### src/rtl/uart_rx_pkg.sv
// Package: shared types for the serial receiver.
// Assumes: data field never wider than 8 bits.
package uart_rx_pkg;

    typedef enum logic [2:0] {
        ST_IDLE,
        ST_START,
        ST_DATA,
        ST_PAR,
        ST_STOP,
        ST_WAITH
    } rx_state_e;

    typedef struct packed {
        logic char8;
        logic par_en;
        logic par_even;
        logic two_stop;
    } rx_cfg_t;

    typedef struct packed {
        logic [7:0] data;
        logic       fe;
        logic       pe;
    } rx_frame_t;

endpackage

### src/rtl/uart_rx_sync.sv
// Module: input synchronizer for the serial line.
// Assumes: the line idles high, so reset loads ones.
module uart_rx_sync #(
    parameter int STAGES = 2
) (
    input  logic clk,
    input  logic rst_n,
    input  logic d,
    output logic q
);
    logic [STAGES-1:0] pipe;

    generate
        if (STAGES == 1) begin : g_one
            // Single flop stage.
            always_ff @(posedge clk) begin
                if (!rst_n) pipe <= 1'b1;
                else        pipe <= d;
            end
        end else begin : g_many
            // Shift the line through STAGES flops.
            always_ff @(posedge clk) begin
                if (!rst_n) pipe <= '1;
                else        pipe <= {pipe[STAGES-2:0], d};
            end
        end
    endgenerate

    assign q = pipe[STAGES-1];
endmodule

### src/rtl/uart_rx_sampler.sv
// Module: start detection, mid-bit sampling and frame assembly.
// Assumes: OVS ticks per bit, OVS even and >= 4; the configuration is
// captured when a start edge is seen and is held for the whole frame.
module uart_rx_sampler
    import uart_rx_pkg::*;
#(
    parameter int OVS = 16
) (
    input  logic      clk,
    input  logic      rst_n,
    input  logic      sw_rst,
    input  logic      tick,
    input  logic      line,
    input  rx_cfg_t   cfg,
    output logic      done,
    output rx_frame_t frame
);
    localparam int CW   = $clog2(OVS);
    localparam int HALF = OVS / 2;
    localparam logic [CW-1:0] CNT_MID  = CW'(HALF - 1);
    localparam logic [CW-1:0] CNT_LAST = CW'(OVS - 1);

    rx_state_e   state;
    logic [CW-1:0] cnt;
    logic [2:0]  idx;
    logic        stop_n;
    logic [7:0]  shreg;
    logic        par_acc;
    logic        par_bad;
    logic        fe_acc;
    rx_cfg_t     cfg_q;
    logic        at_mid;
    logic [2:0]  last_idx;

    assign at_mid   = (cnt == CNT_LAST);
    assign last_idx = cfg_q.char8 ? 3'd7 : 3'd6;

    // Frame state machine, advanced on sample ticks only.
    always_ff @(posedge clk) begin
        if (!rst_n || sw_rst) begin
            state   <= ST_IDLE;
            cnt     <= '0;
            idx     <= '0;
            stop_n  <= 1'b0;
            shreg   <= '0;
            par_acc <= 1'b0;
            par_bad <= 1'b0;
            fe_acc  <= 1'b0;
            cfg_q   <= '0;
            done    <= 1'b0;
            frame   <= '0;
        end else begin
            done <= 1'b0;
            if (tick) begin
                unique case (state)
                    ST_IDLE: begin
                        if (!line) begin
                            state <= ST_START;
                            cnt   <= '0;
                            cfg_q <= cfg;
                        end
                    end
                    ST_START: begin
                        if (cnt == CNT_MID) begin
                            if (line) begin
                                state <= ST_IDLE;
                            end else begin
                                state   <= ST_DATA;
                                cnt     <= '0;
                                idx     <= '0;
                                shreg   <= '0;
                                par_acc <= 1'b0;
                                par_bad <= 1'b0;
                                fe_acc  <= 1'b0;
                                stop_n  <= 1'b0;
                            end
                        end else begin
                            cnt <= cnt + 1'b1;
                        end
                    end
                    ST_DATA: begin
                        if (at_mid) begin
                            cnt        <= '0;
                            shreg[idx] <= line;
                            par_acc    <= par_acc ^ line;
                            if (idx == last_idx) begin
                                idx   <= '0;
                                state <= cfg_q.par_en ? ST_PAR : ST_STOP;
                            end else begin
                                idx <= idx + 1'b1;
                            end
                        end else begin
                            cnt <= cnt + 1'b1;
                        end
                    end
                    ST_PAR: begin
                        if (at_mid) begin
                            cnt     <= '0;
                            par_bad <= par_acc ^ line ^ ~cfg_q.par_even;
                            state   <= ST_STOP;
                        end else begin
                            cnt <= cnt + 1'b1;
                        end
                    end
                    ST_STOP: begin
                        if (at_mid) begin
                            cnt <= '0;
                            if (cfg_q.two_stop && !stop_n) begin
                                stop_n <= 1'b1;
                                fe_acc <= fe_acc | ~line;
                            end else begin
                                done       <= 1'b1;
                                frame.data <= shreg;
                                frame.fe   <= fe_acc | ~line;
                                frame.pe   <= par_bad;
                                state      <= line ? ST_IDLE : ST_WAITH;
                            end
                        end else begin
                            cnt <= cnt + 1'b1;
                        end
                    end
                    ST_WAITH: begin
                        if (line) state <= ST_IDLE;
                    end
                    default: state <= ST_IDLE;
                endcase
            end
        end
    end
endmodule

### src/rtl/uart_rx_brk.sv
// Module: break detector, counts consecutive low samples.
// Assumes: LIMIT is the number of low ticks that marks a break.
module uart_rx_brk #(
    parameter int LIMIT = 161
) (
    input  logic clk,
    input  logic rst_n,
    input  logic sw_rst,
    input  logic tick,
    input  logic line,
    output logic hit
);
    localparam int BW = $clog2(LIMIT + 1);
    localparam logic [BW-1:0] CNT_TOP = BW'(LIMIT);
    localparam logic [BW-1:0] CNT_PRE = BW'(LIMIT - 1);

    logic [BW-1:0] low_cnt;

    // Saturating low-time counter and one-cycle hit pulse.
    always_ff @(posedge clk) begin
        if (!rst_n || sw_rst) begin
            low_cnt <= '0;
            hit     <= 1'b0;
        end else begin
            hit <= 1'b0;
            if (tick) begin
                if (line) begin
                    low_cnt <= '0;
                end else if (low_cnt != CNT_TOP) begin
                    low_cnt <= low_cnt + 1'b1;
                    if (low_cnt == CNT_PRE) hit <= 1'b1;
                end
            end
        end
    end
endmodule

### src/rtl/uart_rx_status.sv
// Module: receive buffer, ready flag, sticky error flags and interrupt.
// Assumes: done is a one-cycle pulse carrying the finished frame.
module uart_rx_status
    import uart_rx_pkg::*;
(
    input  logic      clk,
    input  logic      rst_n,
    input  logic      sw_rst,
    input  logic      done,
    input  rx_frame_t frame,
    input  logic      brk_hit,
    input  logic      err_ie,
    input  logic      rx_ie,
    input  logic      rd,
    input  logic      clr,
    output logic [7:0] data,
    output logic      ready,
    output logic      fe,
    output logic      pe,
    output logic      oe,
    output logic      brk,
    output logic      any,
    output logic      irq
);
    logic bad_frame;
    logic wr;
    logic ie_eff;

    assign bad_frame = frame.fe | frame.pe;
    assign wr        = done & (~bad_frame | err_ie);
    assign ie_eff    = rx_ie & ~sw_rst;

    // Buffer load; contents survive software reset.
    always_ff @(posedge clk) begin
        if (!rst_n)  data <= '0;
        else if (wr) data <= frame.data;
    end

    // Ready flag: set on a buffered character, cleared by a read.
    always_ff @(posedge clk) begin
        if (!rst_n || sw_rst) ready <= 1'b0;
        else if (wr)          ready <= 1'b1;
        else if (rd)          ready <= 1'b0;
    end

    // Sticky error flags; setting wins over clearing.
    always_ff @(posedge clk) begin
        if (!rst_n || sw_rst) begin
            fe  <= 1'b0;
            pe  <= 1'b0;
            oe  <= 1'b0;
            brk <= 1'b0;
        end else begin
            if (done && frame.fe) fe <= 1'b1;
            else if (clr)         fe <= 1'b0;
            if (done && frame.pe) pe <= 1'b1;
            else if (clr)         pe <= 1'b0;
            if (wr && ready && !rd) oe <= 1'b1;
            else if (clr)           oe <= 1'b0;
            if (brk_hit)          brk <= 1'b1;
            else if (clr)         brk <= 1'b0;
        end
    end

    assign any = fe | pe | oe | brk;
    assign irq = ie_eff & ready & ~(fe | pe | brk);
endmodule

### src/rtl/uart_rx_core.sv
// Module: top of the serial receiver.
// Assumes: smp_tick gives OVS pulses per bit time from an external
// rate generator; the configuration is stable while a frame arrives.
module uart_rx_core
    import uart_rx_pkg::*;
#(
    parameter int OVS       = 16,
    parameter int SYNC_STG  = 2,
    parameter int BRK_BITS  = 10
) (
    input  logic       clk,
    input  logic       rst_n,
    input  logic       sw_rst,
    input  logic       smp_tick,
    input  logic       rx_line,
    input  logic       cfg_char8,
    input  logic       cfg_par_en,
    input  logic       cfg_par_even,
    input  logic       cfg_two_stop,
    input  logic       cfg_err_ie,
    input  logic       rx_ie,
    input  logic       rx_rd,
    input  logic       err_clr,
    output logic [7:0] rx_data,
    output logic       rx_ready,
    output logic       err_frame,
    output logic       err_parity,
    output logic       err_overrun,
    output logic       err_break,
    output logic       err_any,
    output logic       rx_irq
);
    localparam int BRK_LIMIT = BRK_BITS * OVS + 1;

    logic      line_s;
    rx_cfg_t   cfg;
    rx_frame_t frm;
    logic      frm_done;
    logic      frm_fe;
    logic      frm_pe;
    logic      brk_hit;

    assign cfg.char8    = cfg_char8;
    assign cfg.par_en   = cfg_par_en;
    assign cfg.par_even = cfg_par_even;
    assign cfg.two_stop = cfg_two_stop;
    assign frm_fe       = frm.fe;
    assign frm_pe       = frm.pe;

    uart_rx_sync #(.STAGES(SYNC_STG)) u_sync (
        .clk   (clk),
        .rst_n (rst_n),
        .d     (rx_line),
        .q     (line_s)
    );

    uart_rx_sampler #(.OVS(OVS)) u_smp (
        .clk    (clk),
        .rst_n  (rst_n),
        .sw_rst (sw_rst),
        .tick   (smp_tick),
        .line   (line_s),
        .cfg    (cfg),
        .done   (frm_done),
        .frame  (frm)
    );

    uart_rx_brk #(.LIMIT(BRK_LIMIT)) u_brk (
        .clk    (clk),
        .rst_n  (rst_n),
        .sw_rst (sw_rst),
        .tick   (smp_tick),
        .line   (line_s),
        .hit    (brk_hit)
    );

    uart_rx_status u_st (
        .clk     (clk),
        .rst_n   (rst_n),
        .sw_rst  (sw_rst),
        .done    (frm_done),
        .frame   (frm),
        .brk_hit (brk_hit),
        .err_ie  (cfg_err_ie),
        .rx_ie   (rx_ie),
        .rd      (rx_rd),
        .clr     (err_clr),
        .data    (rx_data),
        .ready   (rx_ready),
        .fe      (err_frame),
        .pe      (err_parity),
        .oe      (err_overrun),
        .brk     (err_break),
        .any     (err_any),
        .irq     (rx_irq)
    );
endmodule

### config.mk
export PLATFORM = sky130hd
export DESIGN_NAME = uart_rx_core
export DESIGN_NICKNAME = d
export VERILOG_FILES = /design/src/rtl/uart_rx_pkg.sv /design/src/rtl/uart_rx_sync.sv /design/src/rtl/uart_rx_sampler.sv /design/src/rtl/uart_rx_brk.sv /design/src/rtl/uart_rx_status.sv /design/src/rtl/uart_rx_core.sv
export SDC_FILE = /design/constraint.sdc
export NUM_CORES = 1
export LEC_CHECK = 0
export ABC_CLOCK_PERIOD_IN_PS = 2710
export BUFFER_PORTS_ARGS = -buffer_cell sky130_fd_sc_hd__buf_2
export CAP_MARGIN = 20
export CORE_MARGIN = 5
export CORE_UTILIZATION = 41
export CTS_CLUSTER_DIAMETER = 80
export DETAILED_ROUTE_END_ITERATION = 8
export PLACE_DENSITY = 0.65
export SETUP_SLACK_MARGIN = 0.3
export SYNTH_ARGS = -nofsm -noshare
export SYNTH_HDL_FRONTEND = slang
export SYNTH_SLANG_ARGS = --single-unit
### constraint.sdc
create_clock -name clk -period 2.71 [get_ports clk]
set_input_delay 0.542 -clock clk [delete_from_list [all_inputs] [get_ports clk]]
set_output_delay 0.542 -clock clk [all_outputs]
set_load 0.03 [all_outputs]
==> results.tsv <==
metric	value	unit
drv_slew	0	
route.detailed.drc	0	
worstMarginPinSlew	0.475	ns
status	finished clean	
ant_nets	0	
wl	6110	um
min-delay-path-class	in2reg	
cp.required	2.93	ns
pre_cts_slack	0.649	ns
finalPower	0.00185	W
drt-initial-drc-count	131	
syn-num-nets	356	
max_cap_viol_count	0	
p_per_area	545	nW/um^2
crit_fanout	12	
via_count	2428	
cts_resized	0	
path_delay_family	simple AND/OR/NAND/NOR gates	
synth_top_flop_cell	dfxtp_1	
period_needed	2.08	ns
overflow	0	
clk_path_buf_depth	2	
synth.area.top_cells	dfxtp_1 42%, mux2i_1 7.5%, a21oi_1 4.8%, nor2_1 4.1%, nor2b_1 2.8%	
diodes	0	
drive_gt1_frac	0.172	
start_util	0.428	
area_growth	15.5	%
synth_area_leader_cell	dfxtp_1	
clk_pin_slew	0.07	ns
avgSynthCellArea	8.70	um^2
die-area	8960	um^2
maxSlewHeadroom	0.680	
grt_start_max_net_pins	39	
finalNonFillerCells	463	
finalCritPeriodShare	0.768	
synthArstFlopShare	0	
ys_warn_count	0	
yosysSeqAreaShare	0.415	
io_pins	28	
cts_root_buffer	clkbuf_8	
regArea	1220	um^2
fin_tns_setup	0	ns
die_h	94.7	um
ir_worst_vdd	0.387	mV
report.final.hold_viol_count	0	
finalSetupViolations	0	
cp_num_buf_inv	0	
crit_path_end_kind	register	
setup_ws	0.629	ns
gp_congestion	0.809	
synth_top_area_frac	0.415	
synth_area	2940	um^2
antenna_found_initial	0	
cts_buffers	9	
grt_pass1_vias	2319	
multi_input_area	1560	um^2
fillers	657	
slowest_stage	or3b_2	
yosysMostFrequentCell	dfxtp_1	
cts_max_level	3	
row_count	30	
synth_cell_type_count	58	
synth_common_cells	61 x dfxtp_1, 32 x nor2_1, 28 x a21oi_1, 22 x mux2i_1, 19 x clkbuf_1	
cts_tree	yes	
crit_chain	or3b_2 -> a31o_2 -> nand4_1 -> mux2_2	
rsz0062_at_grt	false	
crit_arrival	2.30	ns
max_freq	480	MHz
cellLeakagePower	1.29	nW
dr.pass1.iters	4	
dp.cells	447	
holdBufCountCts	0	
worstSetupPathType	reg2reg	
slowest_delay	0.62	ns
finClkSkew	0.00527	ns
core_area	6870	um^2
grt_first_pass_wirelength	10500	um
track_usage	0.147	
synth_edf_count	0	
synthCells	338	
ys_ff_latch	61	
wl_per_cell	13.2	um
clock_sinks	61	
final_nets	380	
startpoint_type	register	
routed_via_density	5.24	
io_buffer_count	27	
dp_hpwl	4250	um
fp.dieW	94.7	um
post_cts_buffers	0	
clk_latency	0.33	ns
-- registers in the layout, summed over array words and instances (netlist names) --
signal         cells
u_brk.hit          1
u_brk.low_cnt      8
u_smp.cfg_q        4
u_smp.cnt          4
u_smp.done         1
u_smp.fe_acc       1
u_smp.frame       10
u_smp.idx          3
u_smp.par_acc      1
u_smp.par_bad      1
u_smp.shreg        8
u_smp.state        3
u_smp.stop_n       1
u_st.brk           1
u_st.data          8
u_st.fe            1
u_st.oe            1
u_st.pe            1
u_st.ready         1
u_sync.pipe        2
-- through the flow --
step           hold WS [ns]  cell area [um^2]   util
5_1_grt               0.385              3400  0.494
3_3_place_gp          0.435              3170  0.462
6_report              0.397              3400  0.494
3_5_place_dp          0.408              3170  0.462
4_1_cts               0.390              3400  0.494
2_1_floorplan         0.386              2940      -
-- path summary, 6_finish.rpt --
check                 startpoint        endpoint  slack (ns)  depth (start not counted)
setup / recovery  u_smp.state[1]  u_smp.state[1]        0.63                          4
hold / removal           rx_line  u_sync.pipe[0]        0.40                          2
setup reg to reg  u_smp.state[1]  u_smp.state[1]        0.63                          4
hold reg to reg   u_sync.pipe[0]  u_sync.pipe[1]        0.44                          1
-- per-layer routing --
layer | global-route usage | share of wire | up-vias
met1 | 0.183 | 0.46 | 1132
li1 | - | - | 1256
met3 | 0.0494 | 0.037 | 9
met5 | 0 | 0 | -
met2 | 0.235 | 0.49 | 31
met4 | 0.0553 | 0.011 | 0
-- placed cells by master, fill, tap and decap left out, drive strengths merged, types with 3 or more instances in the layout --
cell / netlist / routed
nand2b: 9 / 9
mux2i: 22 / 22
nor2: 32 / 32
nor4: 3 / 3
a31oi: 4 / 4
ha: 5 / 5
o21ai: 15 / 15
or4: 4 / 4
nor3: 5 / 5
buf: 6 / 39
nor2b: 13 / 13
or3: 5 / 5
nor4b: 3 / 3
nand4: 7 / 7
dfxtp: 61 / 61
nand2: 17 / 17
xor2: 6 / 6
and3b: 4 / 4
a21oi: 28 / 28
clkbuf: 20 / 10
nor3b: 5 / 5
nand3b: 4 / 4
and2: 3 / 3
nand3: 9 / 9
inv: 11 / 11
clkinv: 0 / 3
-- where the power goes --
| group | switching, W | internal, W |
|---|---|---|
| Sequential | 0.00000166 | 0.000899 |
| Clock | 0.000347 | 0.000541 |
| Combinational | 0.0000380 | 0.0000240 |
| Total | 0.000387 | 0.00146 |
-- layout make-up --
| class | count | area share |
|---|---|---|
| multi-input cells | 240 | 0.461 |
| well taps | 96 | 0.0354 |
| clock buffers | 10 | 0.0405 |
| inverters | 11 | 0.0122 |
| repair buffers | 39 | 0.0663 |
| clock inverters | 6 | 0.0254 |
| flip-flops and latches | 61 | 0.360 |
-- cell families after synthesis --
| group | share of synthesized area |
|---|---|
| and+or+nand+nor | 0.253 |
| AOI/OAI and AO/OA | 0.155 |
| DFF | 0.415 |
| buffers and inverters | 0.0524 |
| muxes | 0.0788 |
| xor gates and xnor gates | 0.0238 |
| adders and majority gates | 0.0213 |
No activity file was read; power rests on OpenSTA's default activity.
